`src/rtl/irq_seq_pkg.sv`:
```
`timescale 1ns/1ps
package irq_seq_pkg;

  typedef enum logic [3:0] {
    ST_IDLE,
    ST_PUSH_L,
    ST_PUSH_H,
    ST_PUSH_F,
    ST_VEC_H,
    ST_VEC_L,
    ST_TGT,
    ST_POP_F,
    ST_POP_H,
    ST_POP_L,
    ST_RET
  } seq_state_e;

  localparam logic [1:0] SEL_PEND1 = 2'd0;
  localparam logic [1:0] SEL_PEND2 = 2'd1;
  localparam logic [1:0] SEL_MODE  = 2'd2;
  localparam logic [1:0] SEL_SP    = 2'd3;
  localparam int         GIE_BIT   = 3;

  // A set from hardware always wins over a clear from software
  function automatic logic pend_next(input logic cur, input logic set, input logic clr);
    return set | (cur & ~clr);
  endfunction

endpackage

```
`src/rtl/irq_pend_bank.sv`:
```
`timescale 1ns/1ps
module irq_pend_bank
  import irq_seq_pkg::*;
#(
  parameter int NSRC = 14,
  parameter int RW   = 8
) (
  input  logic            clk,
  input  logic            rst_n,
  input  logic [NSRC-1:0] src_set,
  input  logic            wr_en,
  input  logic [1:0]      wr_sel,
  input  logic [RW-1:0]   wr_data,
  output logic [NSRC-1:0] pend
);

  logic [NSRC-1:0] clr_vec;

  for (genvar i = 0; i < NSRC; i++) begin : g_bit
    localparam int          BANK = i / RW;
    localparam int          POS  = i % RW;
    localparam logic [1:0]  SEL  = 2'(BANK);

    assign clr_vec[i] = wr_en && (wr_sel == SEL) && !wr_data[POS];

    always_ff @(posedge clk or negedge rst_n) begin
      if (!rst_n) pend[i] <= 1'b0;
      else        pend[i] <= pend_next(pend[i], src_set[i], clr_vec[i]);
    end
  end

endmodule

```
`src/rtl/irq_stack_ptr.sv`:
```
`timescale 1ns/1ps
module irq_stack_ptr #(
  parameter int SPW = 8
) (
  input  logic           clk,
  input  logic           rst_n,
  input  logic           sw_we,
  input  logic [SPW-1:0] sw_data,
  input  logic           dec,
  input  logic           inc,
  output logic [SPW-1:0] sp
);

  function automatic logic [SPW-1:0] pre_push(input logic [SPW-1:0] v);
    return v - SPW'(1);
  endfunction

  function automatic logic [SPW-1:0] post_pop(input logic [SPW-1:0] v);
    return v + SPW'(1);
  endfunction

  always_ff @(posedge clk or negedge rst_n) begin
    if (!rst_n)     sp <= '0;
    else if (dec)   sp <= pre_push(sp);
    else if (inc)   sp <= post_pop(sp);
    else if (sw_we) sp <= sw_data;
  end

endmodule

```
`src/rtl/irq_entry_fsm.sv`:
```
`timescale 1ns/1ps
module irq_entry_fsm
  import irq_seq_pkg::*;
#(
  parameter int              PCW      = 16,
  parameter int              DW       = 8,
  parameter int              SPW      = 8,
  parameter logic [PCW-1:0]  VEC_BASE = '0
) (
  input  logic           clk,
  input  logic           rst_n,
  input  logic           instr_end,
  input  logic           take,
  input  logic           ret_req,
  input  logic [PCW-1:0] cpu_pc,
  input  logic [DW-1:0]  cpu_flags,
  input  logic [SPW-1:0] sp,
  input  logic [DW-1:0]  stk_rdata,
  input  logic [DW-1:0]  vec_rdata,
  output logic           accept,
  output logic           stk_we,
  output logic           stk_re,
  output logic [SPW-1:0] stk_addr,
  output logic [DW-1:0]  stk_wdata,
  output logic           sp_dec,
  output logic           sp_inc,
  output logic           vec_re,
  output logic [PCW-1:0] vec_addr,
  output logic           int_active,
  output logic           tgt_valid,
  output logic [PCW-1:0] tgt_pc,
  output logic           ret_done,
  output logic [PCW-1:0] ret_pc,
  output logic [DW-1:0]  ret_flags,
  output logic           gie_clr,
  output logic           gie_set
);

  localparam int HB = PCW / 2;

  seq_state_e     state_q, state_d;
  logic [PCW-1:0] pc_lat;
  logic [DW-1:0]  fl_lat;
  logic [PCW-1:0] tgt_q;
  logic [PCW-1:0] rpc_q;
  logic [DW-1:0]  rfl_q;
  logic           in_entry;

  function automatic logic [SPW-1:0] below(input logic [SPW-1:0] v);
    return v - SPW'(1);
  endfunction

  assign accept   = (state_q == ST_IDLE) && instr_end && take;
  assign in_entry = (state_q == ST_PUSH_L) || (state_q == ST_PUSH_H) ||
                    (state_q == ST_PUSH_F) || (state_q == ST_VEC_H)  ||
                    (state_q == ST_VEC_L)  || (state_q == ST_TGT);

  always_comb begin
    state_d   = state_q;
    stk_we    = 1'b0;
    stk_re    = 1'b0;
    stk_addr  = sp;
    stk_wdata = '0;
    sp_dec    = 1'b0;
    sp_inc    = 1'b0;
    vec_re    = 1'b0;
    vec_addr  = VEC_BASE;
    gie_set   = 1'b0;
    case (state_q)
      ST_IDLE: begin
        if (accept)       state_d = ST_PUSH_L;
        else if (ret_req) state_d = ST_POP_F;
      end
      ST_PUSH_L: begin
        stk_we = 1'b1; stk_addr = below(sp); stk_wdata = pc_lat[HB-1:0];
        sp_dec = 1'b1; state_d = ST_PUSH_H;
      end
      ST_PUSH_H: begin
        stk_we = 1'b1; stk_addr = below(sp); stk_wdata = pc_lat[PCW-1:HB];
        sp_dec = 1'b1; state_d = ST_PUSH_F;
      end
      ST_PUSH_F: begin
        stk_we = 1'b1; stk_addr = below(sp); stk_wdata = fl_lat;
        sp_dec = 1'b1; state_d = ST_VEC_H;
      end
      ST_VEC_H: begin
        vec_re = 1'b1; vec_addr = VEC_BASE; state_d = ST_VEC_L;
      end
      ST_VEC_L: begin
        vec_re = 1'b1; vec_addr = VEC_BASE + PCW'(1); state_d = ST_TGT;
      end
      ST_TGT:   state_d = ST_IDLE;
      ST_POP_F: begin stk_re = 1'b1; sp_inc = 1'b1; state_d = ST_POP_H; end
      ST_POP_H: begin stk_re = 1'b1; sp_inc = 1'b1; state_d = ST_POP_L; end
      ST_POP_L: begin stk_re = 1'b1; sp_inc = 1'b1; state_d = ST_RET;   end
      ST_RET: begin gie_set = 1'b1; state_d = ST_IDLE; end
      default:  state_d = ST_IDLE;
    endcase
  end

  always_ff @(posedge clk or negedge rst_n) begin
    if (!rst_n) begin
      state_q <= ST_IDLE;
      pc_lat  <= '0;
      fl_lat  <= '0;
      tgt_q   <= '0;
      rpc_q   <= '0;
      rfl_q   <= '0;
    end else begin
      state_q <= state_d;
      if (accept) begin
        pc_lat <= cpu_pc;
        fl_lat <= cpu_flags;
      end
      case (state_q)
        ST_VEC_H: tgt_q[PCW-1:HB] <= vec_rdata;
        ST_VEC_L: tgt_q[HB-1:0]   <= vec_rdata;
        ST_POP_F: rfl_q           <= stk_rdata;
        ST_POP_H: rpc_q[PCW-1:HB] <= stk_rdata;
        ST_POP_L: rpc_q[HB-1:0]   <= stk_rdata;
        default: ;
      endcase
    end
  end

  assign gie_clr    = accept;
  assign int_active = accept || in_entry;
  assign tgt_valid  = (state_q == ST_TGT);
  assign tgt_pc     = tgt_q;
  assign ret_done   = (state_q == ST_RET);
  assign ret_pc     = rpc_q;
  assign ret_flags  = rfl_q;

endmodule

```
`src/rtl/irq_seq_top.sv`:
```
`timescale 1ns/1ps
module irq_seq_top
  import irq_seq_pkg::*;
#(
  parameter int              NSRC     = 14,
  parameter int              RW       = 8,
  parameter int              SPW      = 8,
  parameter int              PCW      = 16,
  parameter logic [PCW-1:0]  VEC_BASE = '0
) (
  input  logic            clk,
  input  logic            rst_n,
  input  logic [NSRC-1:0] src_req,
  input  logic [NSRC-1:0] src_en,
  input  logic [1:0]      reg_sel,
  input  logic            reg_we,
  input  logic [RW-1:0]   reg_wdata,
  output logic [RW-1:0]   reg_rdata,
  input  logic            instr_end,
  input  logic            ret_req,
  input  logic [PCW-1:0]  cpu_pc,
  input  logic [RW-1:0]   cpu_flags,
  output logic            stk_we,
  output logic            stk_re,
  output logic [SPW-1:0]  stk_addr,
  output logic [RW-1:0]   stk_wdata,
  input  logic [RW-1:0]   stk_rdata,
  output logic            vec_re,
  output logic [PCW-1:0]  vec_addr,
  input  logic [RW-1:0]   vec_rdata,
  output logic            int_active,
  output logic            tgt_valid,
  output logic [PCW-1:0]  tgt_pc,
  output logic            ret_done,
  output logic [PCW-1:0]  ret_pc,
  output logic [RW-1:0]   ret_flags
);

  localparam int PADW = 2 * RW;

  logic [NSRC-1:0] pend_q;
  logic [PADW-1:0] pend_pad;
  logic [SPW-1:0]  sp_q;
  logic            gie_q;
  logic            take;
  logic            accept_evt;
  logic            sp_dec, sp_inc;
  logic            gie_clr, gie_set;
  logic            mode_we, sp_we;

  assign mode_we  = reg_we && (reg_sel == SEL_MODE);
  assign sp_we    = reg_we && (reg_sel == SEL_SP);
  assign pend_pad = {{(PADW-NSRC){1'b0}}, pend_q};
  assign take     = gie_q && |(pend_q & src_en);

  irq_pend_bank #(.NSRC(NSRC), .RW(RW)) u_pend (
    .clk(clk), .rst_n(rst_n), .src_set(src_req),
    .wr_en(reg_we), .wr_sel(reg_sel), .wr_data(reg_wdata), .pend(pend_q)
  );

  irq_stack_ptr #(.SPW(SPW)) u_sp (
    .clk(clk), .rst_n(rst_n), .sw_we(sp_we), .sw_data(reg_wdata[SPW-1:0]),
    .dec(sp_dec), .inc(sp_inc), .sp(sp_q)
  );

  irq_entry_fsm #(.PCW(PCW), .DW(RW), .SPW(SPW), .VEC_BASE(VEC_BASE)) u_fsm (
    .clk(clk), .rst_n(rst_n), .instr_end(instr_end), .take(take),
    .ret_req(ret_req), .cpu_pc(cpu_pc), .cpu_flags(cpu_flags), .sp(sp_q),
    .stk_rdata(stk_rdata), .vec_rdata(vec_rdata), .accept(accept_evt),
    .stk_we(stk_we), .stk_re(stk_re), .stk_addr(stk_addr),
    .stk_wdata(stk_wdata), .sp_dec(sp_dec), .sp_inc(sp_inc),
    .vec_re(vec_re), .vec_addr(vec_addr), .int_active(int_active),
    .tgt_valid(tgt_valid), .tgt_pc(tgt_pc), .ret_done(ret_done),
    .ret_pc(ret_pc), .ret_flags(ret_flags), .gie_clr(gie_clr),
    .gie_set(gie_set)
  );

  // Global enable: entry clear beats return set beats software write
  always_ff @(posedge clk or negedge rst_n) begin
    if (!rst_n)       gie_q <= 1'b0;
    else if (gie_clr) gie_q <= 1'b0;
    else if (gie_set) gie_q <= 1'b1;
    else if (mode_we) gie_q <= reg_wdata[GIE_BIT];
  end

  always_comb begin
    reg_rdata = '0;
    case (reg_sel)
      SEL_PEND1: reg_rdata = pend_pad[RW-1:0];
      SEL_PEND2: reg_rdata = pend_pad[PADW-1:RW];
      SEL_MODE:  reg_rdata[GIE_BIT] = gie_q;
      SEL_SP:    reg_rdata = RW'(sp_q);
      default:   reg_rdata = '0;
    endcase
  end

endmodule

```
`config.mk`:
```
export PLATFORM = sky130hd
export DESIGN_NAME = irq_seq_top
export DESIGN_NICKNAME = d
export VERILOG_FILES = /design/src/rtl/irq_seq_pkg.sv /design/src/rtl/irq_pend_bank.sv /design/src/rtl/irq_stack_ptr.sv /design/src/rtl/irq_entry_fsm.sv /design/src/rtl/irq_seq_top.sv
export SDC_FILE = /design/constraint.sdc
export NUM_CORES = 1
export LEC_CHECK = 0
export BUFFER_PORTS_ARGS = -buffer_cell sky130_fd_sc_hd__buf_2
export CAP_MARGIN = 5
export CORE_ASPECT_RATIO = 0.7
export CORE_MARGIN = 3
export CORE_UTILIZATION = 55
export CTS_CLUSTER_SIZE = 10
export DETAILED_ROUTE_END_ITERATION = 8
export PLACE_DENSITY = 0.95
export SLEW_MARGIN = 25
export SYNTH_ARGS = -nofsm -noshare
export SYNTH_HDL_FRONTEND = slang
export SYNTH_HIERARCHICAL = 1
export SYNTH_SLANG_ARGS = --single-unit
```
`constraint.sdc`:
```
create_clock -name clk -period 5.97 [get_ports clk]
set_input_delay 0.2985 -clock clk [delete_from_list [all_inputs] [get_ports clk]]
set_output_delay 0.2985 -clock clk [all_outputs]
set_load 0.1 [all_outputs]
```
==> flow_summary.ini <==
[placed_design]
gp_congestion = 0.894
post-dp-hpwl_mm = 9.35
io_buffers = 153

[critical_path]
required_ns = 5.67
cp_max_fo = 22
path_cells = nand2_1 > or2_2 > o21ai_1 > buf_2
worstSetupPathType = flop to output pin
r2r_end = u_sp/sp[3]$_DFFE_PN0P_
reg2regPathDepth = 7
crit_start = u_fsm/state_q[1]$_DFFE_PN0P_
cp-start-kind = flop
critPathCapture = stk_re
r2r_start = u_fsm/state_q[1]$_DFFE_PN0P_
cp_slowest_stage_delay_ns = 0.76
cp.arrival_ns = 2.77
ff2ff_setup_slack_ns = 3.38
worstSetupEndpointType = output pin
crit_slowest_cell = dfrtp_1

[floorplanning]
dieArea_um2 = 10300
start_util = 0.578
rows = 28
die_x_um = 120
coreArea_um2 = 8650
fp.dieH_um = 85.8
io_pins = 169

[synth]
postSynthAreaPerCell_um2 = 11.9
syn_inst = 419
synth.most_common_cell = dfrtp_1
ys_types = 61
synth.area.mux_share = 0.212
synth.area.top_cells = dfrtp_1 46%, mux2_2 12%, mux2_4 7.2%, buf_4 3.2%, a22oi_1 2.4%
yosys.area.top_type = dfrtp_1
yosysWarnings = 6
synth_top_family_by_area = multiplexers
yosys.area.top_type_share = 0.455
synth_edf_count = 0
yosys-top-cells-count = 91 x dfrtp_1, 54 x mux2_2, 24 x mux2_4, 24 x nor2_1, 21 x buf_4
synthAdderAreaFrac = 0.00751
synth_seq_cells = 91
syn_area_um2 = 5000
yosysSeqAreaShare = 0.455
synth_xor_area_frac = 0.0245
yosys.area_share.simple = 0.125
synthFlopType = dfrtp_1
async_reset_ff_frac = 1.00
synth_compound_area_frac = 0.102

[sta]
skew_ns = 0.00736
maxSlewHeadroom = 0.413
hold_violations = 0
drv_slew = 0
tightest_slew_ns = 0.875
min_period_ns = 3.06
hold_ws_ns = 0.0269
setup_viol = 0
max_freq_ghz = 0.326
grt_setup_unrepaired = false
fin_crit_sh = 0.513
tns_ns = 0

[clock_tree]
clk_pin_slew_worst_paths_ns = 0.07
cts_made_buffers = 9
cts.htree.levels = 3
post_cts_buffers = 0
cts_tree = yes
ctsResizeCount = 0
cts_num_sinks = 91
cts_buffer_depth = 2
ctsHoldBuffers = 0
clk_latency_ns = 0.35
cts_root_buf = clkbuf_16

[run_status]
outcome = finished clean

[detailed_routing]
drtIter0Drc = 303
vias = 3951
ant_nets = 0
avgViaCountPerCell = 5.81
route.detailed.drc = 0
routed_wirelength_mm = 12.9
routedWlPerCell_um = 19.0
dr.pass1.iters = 5

[finish]
drive_above_1_share = 0.468
fin_nets = 641
diodes = 0
syn_to_final_growth_pct = 19.5
utilization = 0.691

[grt]
grt_pass1_wl_mm = 20.5
antenna_found_initial = 1
track_usage = 0.251
grt_pass1_vias = 3994
grt_max_degree = 92
overflow = 0

[run]
maxCapViolCount = 0

[hold_path]
hp-class = input port to async pin
==> registers in the layout, summed over array words and instances (netlist names) <==
signal / count
u_fsm/pc_lat: 16
u_fsm/ret_pc: 16
u_fsm/tgt_pc: 16
u_pend/pend: 14
u_fsm/fl_lat: 8
u_fsm/ret_flags: 8
u_sp/sp: 8
u_fsm/state_q: 4
gie_q: 1
==> routing by layer <==
layer  global-route usage  up-vias  routed length, um
met5                    0        -                 13
met4               0.0613        2                135
met3               0.0962       17               1330
met2                0.407      224               6200
met1                0.322     1944               5240
li1                     -     1764                  -
==> kinds of logic (layout without fill, tap and decap cells) <==
family | Yosys count | count (layout)
and+or+nand+nor | 102 | 102
muxes | 86 | 86
AOI/OAI and AO/OA | 70 | 70
DFF | 91 | 91
other | 1 | 15
xor gates and xnor gates | 14 | 14
adders and majority gates | 3 | 3
buffers and inverters | 52 | 179
==> metrics by stage <==
stage | cells | setup WS (ns) | instance area (um2)
detailed placement | 664 | 3.32 | 5660
floorplan | 433 | 3.03 | 5050
global route | 680 | 2.72 | 5980
global placement | 664 | 3.36 | 5660
finish | 680 | 2.91 | 5980
CTS | 680 | 2.92 | 5980
==> placed cells by master (no fill, tap or decap), types with 9 or more instances in the layout <==
cell and n:
buf_2 152, mux2_2 54, a22oi_1 16, mux2_4 24, xnor2_1 11, nor2_1 24, a21oi_1 10, a21o_1 14
conb_1 15, clkbuf_16 9, nand2_1 14, dfrtp_1 91
==> cell type report <==
type                       instances  area [um2]
fill                             624        2680
clock inverter                     7        93.8
tap                              120         150
clock buffer                       9         225
timing repair buffer             155         787
multi-input combinational        290        2410
inverter                           8        30.0
sequential                        91        2280
==> worst min-delay path by stage <==
stage,cells past startpoint,startpoint,slack [ns],endpoint
after floorplan,0,rst_n,0.003,gie_q$_DFFE_PN0P_
after global placement,2,src_req[10],0.48,u_pend/pend[10]$_DFF_PN0_
after detailed placement,1,rst_n,0.43,u_fsm/fl_lat[1]$_DFFE_PN0P_
after CTS,1,rst_n,0.05,u_fsm/fl_lat[4]$_DFFE_PN0P_
after global routing,1,rst_n,0.08,u_fsm/fl_lat[1]$_DFFE_PN0P_
final,1,rst_n,0.03,u_fsm/pc_lat[9]$_DFFE_PN0P_
==> worst max-delay path: cells and delay by family, from the launching register on <==
family / cells / cell delay [ns]
simple gates: 2 / 0.56
flops: 1 / 0.76
buf+inv: 1 / 0.58
compound gates: 1 / 0.51
Power is left out: the tool's default activity adds up to more than one toggle a clock period on the data nets, which glitch-free logic cannot reach.
